--- src/rtl/reset_source_sequencer.sv ---
module reset_source_sequencer #(
  parameter int          ECLK_DIV   = 4,
  parameter int          QUAL_ECYC  = 4,
  parameter int          PULSE_ECYC = 3,
  parameter int          INIT_CYC   = 8,
  parameter logic [15:0] VEC_EXT    = 16'hFFFE,
  parameter logic [15:0] VEC_CMF    = 16'hFFFC,
  parameter logic [15:0] VEC_WDG    = 16'hFFFA
) (
  input  logic        clk,
  input  logic        pwr_good,
  input  logic        rst_pin_in,
  input  logic        wdog_req,
  input  logic        clkfail_req,
  output logic        pin_drive_low,
  output logic        core_rst_n,
  output logic [1:0]  cause,
  output logic [15:0] vec_addr,
  output logic        fetch_start
);
  localparam int DW = (ECLK_DIV > 1) ? $clog2(ECLK_DIV) : 1;
  localparam int QW = $clog2(QUAL_ECYC + 2);
  localparam int PW = (PULSE_ECYC > 1) ? $clog2(PULSE_ECYC) : 1;
  localparam int IW = (INIT_CYC > 1) ? $clog2(INIT_CYC) : 1;
  localparam logic [1:0] C_EXT = 2'd0;
  localparam logic [1:0] C_CMF = 2'd1;
  localparam logic [1:0] C_WDG = 2'd2;

  typedef enum logic [2:0] {S_POR, S_HOLD, S_PULSE, S_INIT, S_RUN} state_t;
  state_t state;

  logic [DW-1:0] ediv;
  logic [QW-1:0] qcnt;
  logic [PW-1:0] pcnt;
  logic [IW-1:0] icnt;
  logic          pin_s1, pin_s2;
  logic [2:0]    drv_sh;

  wire etick     = (ediv == DW'(ECLK_DIV - 1));
  wire pin_blank = pin_drive_low | (|drv_sh);
  wire pin_low_q = ~pin_s2 & ~pin_blank;
  wire pin_qual  = (qcnt == QW'(QUAL_ECYC + 1));

  assign pin_drive_low = (state == S_PULSE);
  assign core_rst_n    = (state == S_RUN);
  assign vec_addr      = (cause == C_CMF) ? VEC_CMF :
                         (cause == C_WDG) ? VEC_WDG : VEC_EXT;

  always_ff @(posedge clk) begin
    if (!pwr_good) begin
      ediv   <= '0;
      pin_s1 <= 1'b1;
      pin_s2 <= 1'b1;
      drv_sh <= '0;
      qcnt   <= '0;
    end else begin
      ediv   <= etick ? '0 : ediv + 1'b1;
      pin_s1 <= rst_pin_in;
      pin_s2 <= pin_s1;
      drv_sh <= {drv_sh[1:0], pin_drive_low};
      if (!pin_low_q)
        qcnt <= '0;
      else if (etick && !pin_qual)
        qcnt <= qcnt + 1'b1;
    end
  end

  always_ff @(posedge clk) begin
    fetch_start <= 1'b0;
    if (!pwr_good) begin
      state <= S_POR;
      cause <= C_EXT;
      pcnt  <= '0;
      icnt  <= '0;
    end else begin
      case (state)
        S_POR: begin
          state <= S_INIT;
          icnt  <= '0;
        end
        S_HOLD: begin
          if (pin_s2) begin
            state <= S_INIT;
            icnt  <= '0;
          end
        end
        S_PULSE: begin
          if (etick) begin
            if (pcnt == PW'(PULSE_ECYC - 1)) begin
              state <= S_INIT;
              icnt  <= '0;
            end else begin
              pcnt <= pcnt + 1'b1;
            end
          end
        end
        S_INIT: begin
          if (pin_qual) begin
            state <= S_HOLD;
            cause <= C_EXT;
          end else if (icnt == IW'(INIT_CYC - 1)) begin
            state       <= S_RUN;
            fetch_start <= 1'b1;
          end else begin
            icnt <= icnt + 1'b1;
          end
        end
        default: begin
          if (pin_qual) begin
            state <= S_HOLD;
            cause <= C_EXT;
          end else if (clkfail_req) begin
            state <= S_PULSE;
            cause <= C_CMF;
            pcnt  <= '0;
          end else if (wdog_req) begin
            state <= S_PULSE;
            cause <= C_WDG;
            pcnt  <= '0;
          end
        end
      endcase
    end
  end
endmodule

--- config.mk ---
export PLATFORM = sky130hd
export DESIGN_NAME = reset_source_sequencer
export DESIGN_NICKNAME = d
export VERILOG_FILES = /design/src/rtl/reset_source_sequencer.sv
export SDC_FILE = /design/constraint.sdc
export NUM_CORES = 1
export LEC_CHECK = 0
export BUFFER_PORTS_ARGS = -buffer_cell sky130_fd_sc_hd__clkbuf_2
export CAP_MARGIN = 10
export CELL_PAD_IN_SITES_DETAIL_PLACEMENT = 1
export CELL_PAD_IN_SITES_GLOBAL_PLACEMENT = 2
export CORE_MARGIN = 2
export CORE_UTILIZATION = 27
export DETAILED_ROUTE_END_ITERATION = 7
export HOLD_SLACK_MARGIN = 0.1
export PLACE_DENSITY_LB_ADDON = 0.1
export SETUP_SLACK_MARGIN = 0.5
export SLEW_MARGIN = 40
export SYNTH_ARGS = -nofsm -noshare
export SYNTH_HDL_FRONTEND = slang
export SYNTH_SLANG_ARGS = --single-unit
--- constraint.sdc ---
create_clock -name clk -period 1.5 [get_ports clk]
set_input_delay 0.3 -clock clk [delete_from_list [all_inputs] [get_ports clk]]
set_output_delay 0.3 -clock clk [all_outputs]
set_load 0.005 [all_outputs]
==> reports/results.ini, run 1 <==
[logic_synthesis]
synth_edf_count=0
yosys-top-cells-count=dfxtp_1, buf_4, nand2_1
synth_top_area_frac=0.386
yosys_warnings=0
ys_seq_elements=21
synth-xor-area-share=0.0161
ys_async_sr_fraction=0
yosys.cell_count.top_type=dfxtp_1
ys_seq_area_frac=0.386
synthMuxAreaShare=0.0368
synth_top_family_by_area=simple AND/OR/NAND/NOR gates
synth_simple_gate_area_frac=0.236
synth-adder-area-share=0.0690
syn_inst=122
synth_top_cells_by_area=dfxtp_1, buf_4, ha_1
synth_compound_area_frac=0.115
yosysUniqueCellTypes=35
synth_area_per_cell_sq_um=8.92
yosys.area.top_type=dfxtp_1
synth_area_sq_um=1090
ys_dominant_reg_cell=dfxtp_1

[placement]
hpwl_um=1890
gp_congestion=0.673
port_buffers=11
dpl_cell_area_sq_um=1210

[timing]
drv_slew=0
hold_viol_final=0
fmax_mhz=716
fin_skew_ns=0.00381
fin_crit_ns=1.40
setup_viol=0
grt_setup_unrepaired=yes
whs_ns=0.209
fin_crit_sh=0.932

[routing]
wl_per_cell_um=14.5
wl_met1_um=1240
drc_errors=0
drt-total-wl_um=2990
met2_length_um=1680
dr_wl_met3_um=60
antenna_left=0
via_count=910
detailedRoute.firstIterationViolations=21
vias_per_cell=4.40
top_layer=met4
firstDrtPassIters=3

[critical_path]
cp_max_fo=4
path_class=register to primary output
crit_start=state[2]$_SDFFE_PN0P_
startpoint_type=register
crit_required_ns=1.20
reg2reg_depth=5
endpoint_kind=primary output
r2r-start=qcnt[0]$_SDFFE_PN0P_
r2r_slack_ns=0.12
rr_endpoint=icnt[0]$_SDFFE_PN0P_
critPathArrivalTime_ns=1.10

[cts]
clk_path_buf_depth=2
h-tree-depth=1
root_buffer=clkbuf_8
cts_buffers=3
clkTransAtPathRegs_ns=0.08
insertion_delay_ns=0.26
cts_tree=done
clock-sinks=21

[global_routing]
grt_max_degree=15
grt_pass1_wl_um=4800
antenna_found_initial=0
grt_overflow_total=0
grt_pass1_vias=1000
grt_usage=0.143

[power]
p_clk_frac=0.236
vdd_ir_drop_max_mv=0.409
p_leak_nw=0.697
power.density_nw_per_um2=1000
swShare=0.325
p_sw_w=0.000533
p_seq_frac=0.411
power_frac_comb=0.354
p_total_w=0.00164
p_int_w=0.00111

[die]
fp-row-count=23
die_height_um=67.5
initial_core_util=0.276
die_x_um=67.5
core_sq_um=3940
io-pin-count=26
die_area_sq_um=4560

[finish]
fillers=445
multi_input_area_sq_um=756
syn2layout_area_growth_pct=50.2
antenna_cells=0
nets=169
drive_above_1_share=0.573
register_area_sq_um=447
fin_area_sq_um=1640

[worst_hold_path]
min_to=pin_s1$_SDFF_PN1_
hold_class=input port to register
worstHoldPathCells=2
worstHoldStart=rst_pin_in

[run]
cap_violations=0

[outcome]
status=finished, final reports clean

placed cells by master (no fill, tap or decap), types with 2 or more instances in the layout:
master,n
buf_4,21
conb_1,14
dfxtp_1,10
clkbuf_2,8
nand2_1,7
buf_6,7
dfxtp_2,6
dfxtp_4,5
mux2i_1,4
a21oi_1,4
nand3b_1,3
nor2_1,3
and2_1,3
ha_2,3
clkbuf_8,3
nor3b_4,2
inv_2,2
nand2b_4,2
nand2_4,2
o21a_1,2
and3b_2,2
nand3_1,2
nand2_2,2
or3_1,2
nand3_2,2
a21oi_2,2
xor2_2,2
nor2_4,2
o21ai_1,2
or2b_1,2
ha_4,2
buf_2,2
how the worst max path moves through the flow:
stage	cells past startpoint	to	slack (ns)
final	2	pin_drive_low	0.10
after CTS	3	qcnt[1]$_SDFFE_PN0P_	0.08
after floorplan	3	qcnt[1]$_SDFFE_PN0P_	0.09
after global routing	6	icnt[2]$_SDFFE_PN0P_	0.03
after global placement	5	qcnt[1]$_SDFFE_PN0P_	-0.05
after detailed placement	5	qcnt[1]$_SDFFE_PN0P_	-0.09
power groups by stage:
stage               clock (W)  combinational [W]  sequential, W
finish               0.000387           0.000580       0.000674
floorplan                   0           0.000326       0.000666
CTS                  0.000399           0.000523       0.000668
detailed placement          0           0.000315       0.000707
global route         0.000423           0.000634       0.000683
global placement            0           0.000313       0.000705
registers in the layout (all words and copies together) (netlist names):
register / count
drv_sh: 3
ediv: 2
pcnt: 2
cause: 2
state: 3
fetch_start: 1
icnt: 3
pin_s2: 1
pin_s1: 1
qcnt: 3
stage by stage:
step | util | setup WS (ns) | setup TNS (ns) | cells
after CTS | 0.382 | 0.0836 | 0 | 203
after global routing | 0.415 | 0.0272 | 0 | 207
after global placement | 0.307 | -0.0483 | -0.0483 | 183
final | 0.415 | 0.103 | 0 | 207
after detailed placement | 0.307 | -0.0874 | -0.0874 | 183
after floorplan | - | 0.0853 | 0 | 134
per-layer routing:
| layer | vias up | global-route usage |
|---|---|---|
| li1 | 454 | - |
| met1 | 448 | 0.157 |
| met2 | 6 | 0.267 |
| met3 | 2 | 0.0383 |
| met4 | 0 | 0.0408 |
| met5 | - | 0 |
worst max-delay path: stages, from the launching register on:
cell	delay [ns]
dfxtp_4	0.37
nor3b_4	0.29
buf_2	0.17
final cells by class:
type | count | share of cell area
Clock buffer | 3 | 0.0252
Clock inverter | 1 | 0.00306
Inverter | 4 | 0.0107
Multi-Input combinational cell | 89 | 0.462
Sequential cell | 21 | 0.273
Tap cell | 50 | 0.0383
Timing Repair Buffer | 39 | 0.187
logic make-up after synthesis:
kind of cell               after synthesis
buffers and inverters                   24
AOI/OAI and AO/OA                       18
adders and majority gates                6
xor gates and xnor gates                 2
and+or+nand+nor                         45
other                                    2
muxes                                    4
DFF                                     21
what timing repair did:
action | 4_1_cts | 5_1_grt
setup buffers | 16 | 4
pin swaps | 15 | 9
hold buffers | 0 | 0
gates cloned | 0 | 0
gates resized for setup | 36 | 23
endpoints found under the hold margin | 0 | 0
setup endpoints to repair | 20 | 23
Power figures use the tool's default switching activity.
==> inputs of run 2 (changes only) <==
--- a/config.mk
+++ b/config.mk
@@ -13,6 +13,7 @@
 export CORE_UTILIZATION = 27
 export DETAILED_ROUTE_END_ITERATION = 7
 export HOLD_SLACK_MARGIN = 0.1
+export MAX_ROUTING_LAYER = met4
 export PLACE_DENSITY_LB_ADDON = 0.1
 export SETUP_SLACK_MARGIN = 0.5
 export SLEW_MARGIN = 40
==> reports/results.ini, run 2 (synthesis gave the netlist of run 1 again) <==
[outcome]
status=finished, final reports clean

[run]
cap_violations=0

[critical_path]
cpMaxStageDelayCell=dfxtp_2
cp_max_fo=3
crit_end=icnt[0]$_SDFFE_PN0P_
reg2reg_depth=6
path_class=register to register
r2r_slack_ns=0.10
startpoint_type=register
crit_required_ns=1.69
critPathArrivalTime_ns=1.59
crit_start=pcnt[0]$_SDFFE_PN0P_
rr_endpoint=icnt[0]$_SDFFE_PN0P_
r2r-start=pcnt[0]$_SDFFE_PN0P_
worstPathCellList=inv_2 > ha_2 > nand2_2 > a31oi_4 > and3b_2 > mux2i_1
slowest_delay_ns=0.34
endpoint_kind=register

[finish]
final_common_cell=buf_4
antenna_cells=0
instances_no_fill=208
mostFrequentLayoutCells=buf_4, conb_1, dfxtp_1
utilization=0.422
multi_input_area_sq_um=773
register_area_sq_um=447
fillers=443
nets=170
drive_above_1_share=0.582
syn2layout_area_growth_pct=52.9

[global_routing]
grt_pass1_vias=1001
grt_max_degree=15
grt_overflow_total=0
antenna_found_initial=0
grt_usage=0.147
grt_pass1_wl_um=4810

[timing]
drv_slew=0
fin_skew_ns=0.00150
hold_viol_final=0
fmax_mhz=716
finalSetupTns_ns=0
whs_ns=0.212
fin_crit_ns=1.40
fin_crit_sh=0.932
grt_setup_unrepaired=yes
setup_viol=0

[die]
die_height_um=67.5
fp-row-count=23
io-pin-count=26
initial_core_util=0.276
core_sq_um=3940
die_area_sq_um=4560
die_x_um=67.5

[power]
p_total_w=0.00169
power.density_nw_per_um2=1010
p_leak_nw=0.708
vdd_ir_drop_max_mv=0.395

[routing]
top_layer=met4
dr_wl_met3_um=49
detailedRoute.firstIterationViolations=20
wl_per_cell_um=15.3
drt-total-wl_um=3180
met2_length_um=1860
drc_errors=0
via_count=922
wl_met1_um=1250
antenna_left=0
vias_per_cell=4.43
firstDrtPassIters=4

[cts]
cts_tree=done
insertion_delay_ns=0.26
clk_path_buf_depth=2
root_buffer=clkbuf_8
clock-sinks=21
clkTransAtPathRegs_ns=0.08
h-tree-depth=1
cts_buffers=3

[worst_hold_path]
hold_class=input port to register

[placement]
port_buffers=11
hpwl_um=1890
gp_congestion=0.680
place_inst=183

## run 2: cell types whose count changed in the layout (fill, tap and decap cells not counted), sizes merged
cell / delta
buf: +1
## run 2: area by class of cell
| type | count | share of cell area |
|---|---|---|
| Clock inverter | 1 | 0.00301 |
| Multi-Input combinational cell | 89 | 0.465 |
| Timing Repair Buffer | 40 | 0.191 |
| Inverter | 4 | 0.0105 |
| Tap cell | 50 | 0.0376 |
| Clock buffer | 3 | 0.0248 |
| Sequential cell | 21 | 0.268 |
## run 2: metal layers
metal,GRT usage,up-vias
li1,-,457
met5,-,-
met1,0.157,458
met4,0.0408,0
met3,0.0383,2
met2,0.267,5
## run 2: where the power goes
part,switching (W),leakage (nW),internal (W)
logic,0.000311,0.505,0.000318
registers,0.0000510,0.177,0.000624
clock network,0.000197,0.0255,0.000185
## run 2: stage by stage
step           worst slack (ns)  instance area, sq um
2_1_floorplan            0.0853                  1180
3_3_place_gp            -0.0483                  1210
3_5_place_dp            -0.0874                  1210
4_1_cts                  0.0836                  1510
5_1_grt                0.000969                  1660
6_report                  0.102                  1660
## run 2: timing repair
item,4_1_cts,5_1_grt
gates resized for setup,36,27
setup buffers,16,5
setup endpoints to repair,20,23
endpoints found under the hold margin,0,0
hold buffers,0,0
pin swaps,15,11
## run 2: worst max-delay path: cells and delay by family (launching register included)
kind | cells | cell delay [ns]
buf+inv | 1 | 0.06
simple gates | 2 | 0.34
flops | 1 | 0.34
mux | 1 | 0.19
fa+ha+maj | 1 | 0.17
compound gates | 1 | 0.23
## run 2: worst min-delay path by stage
stage                        endpoint               from  cells past startpoint
floorplan           pin_s2$_SDFF_PN1_  pin_s1$_SDFF_PN1_                      1
global placement    pin_s2$_SDFF_PN1_  pin_s1$_SDFF_PN1_                      1
detailed placement  pin_s2$_SDFF_PN1_  pin_s1$_SDFF_PN1_                      1
CTS                 pin_s1$_SDFF_PN1_         rst_pin_in                      2
global route        pin_s1$_SDFF_PN1_         rst_pin_in                      2
finish              pin_s1$_SDFF_PN1_         rst_pin_in                      2
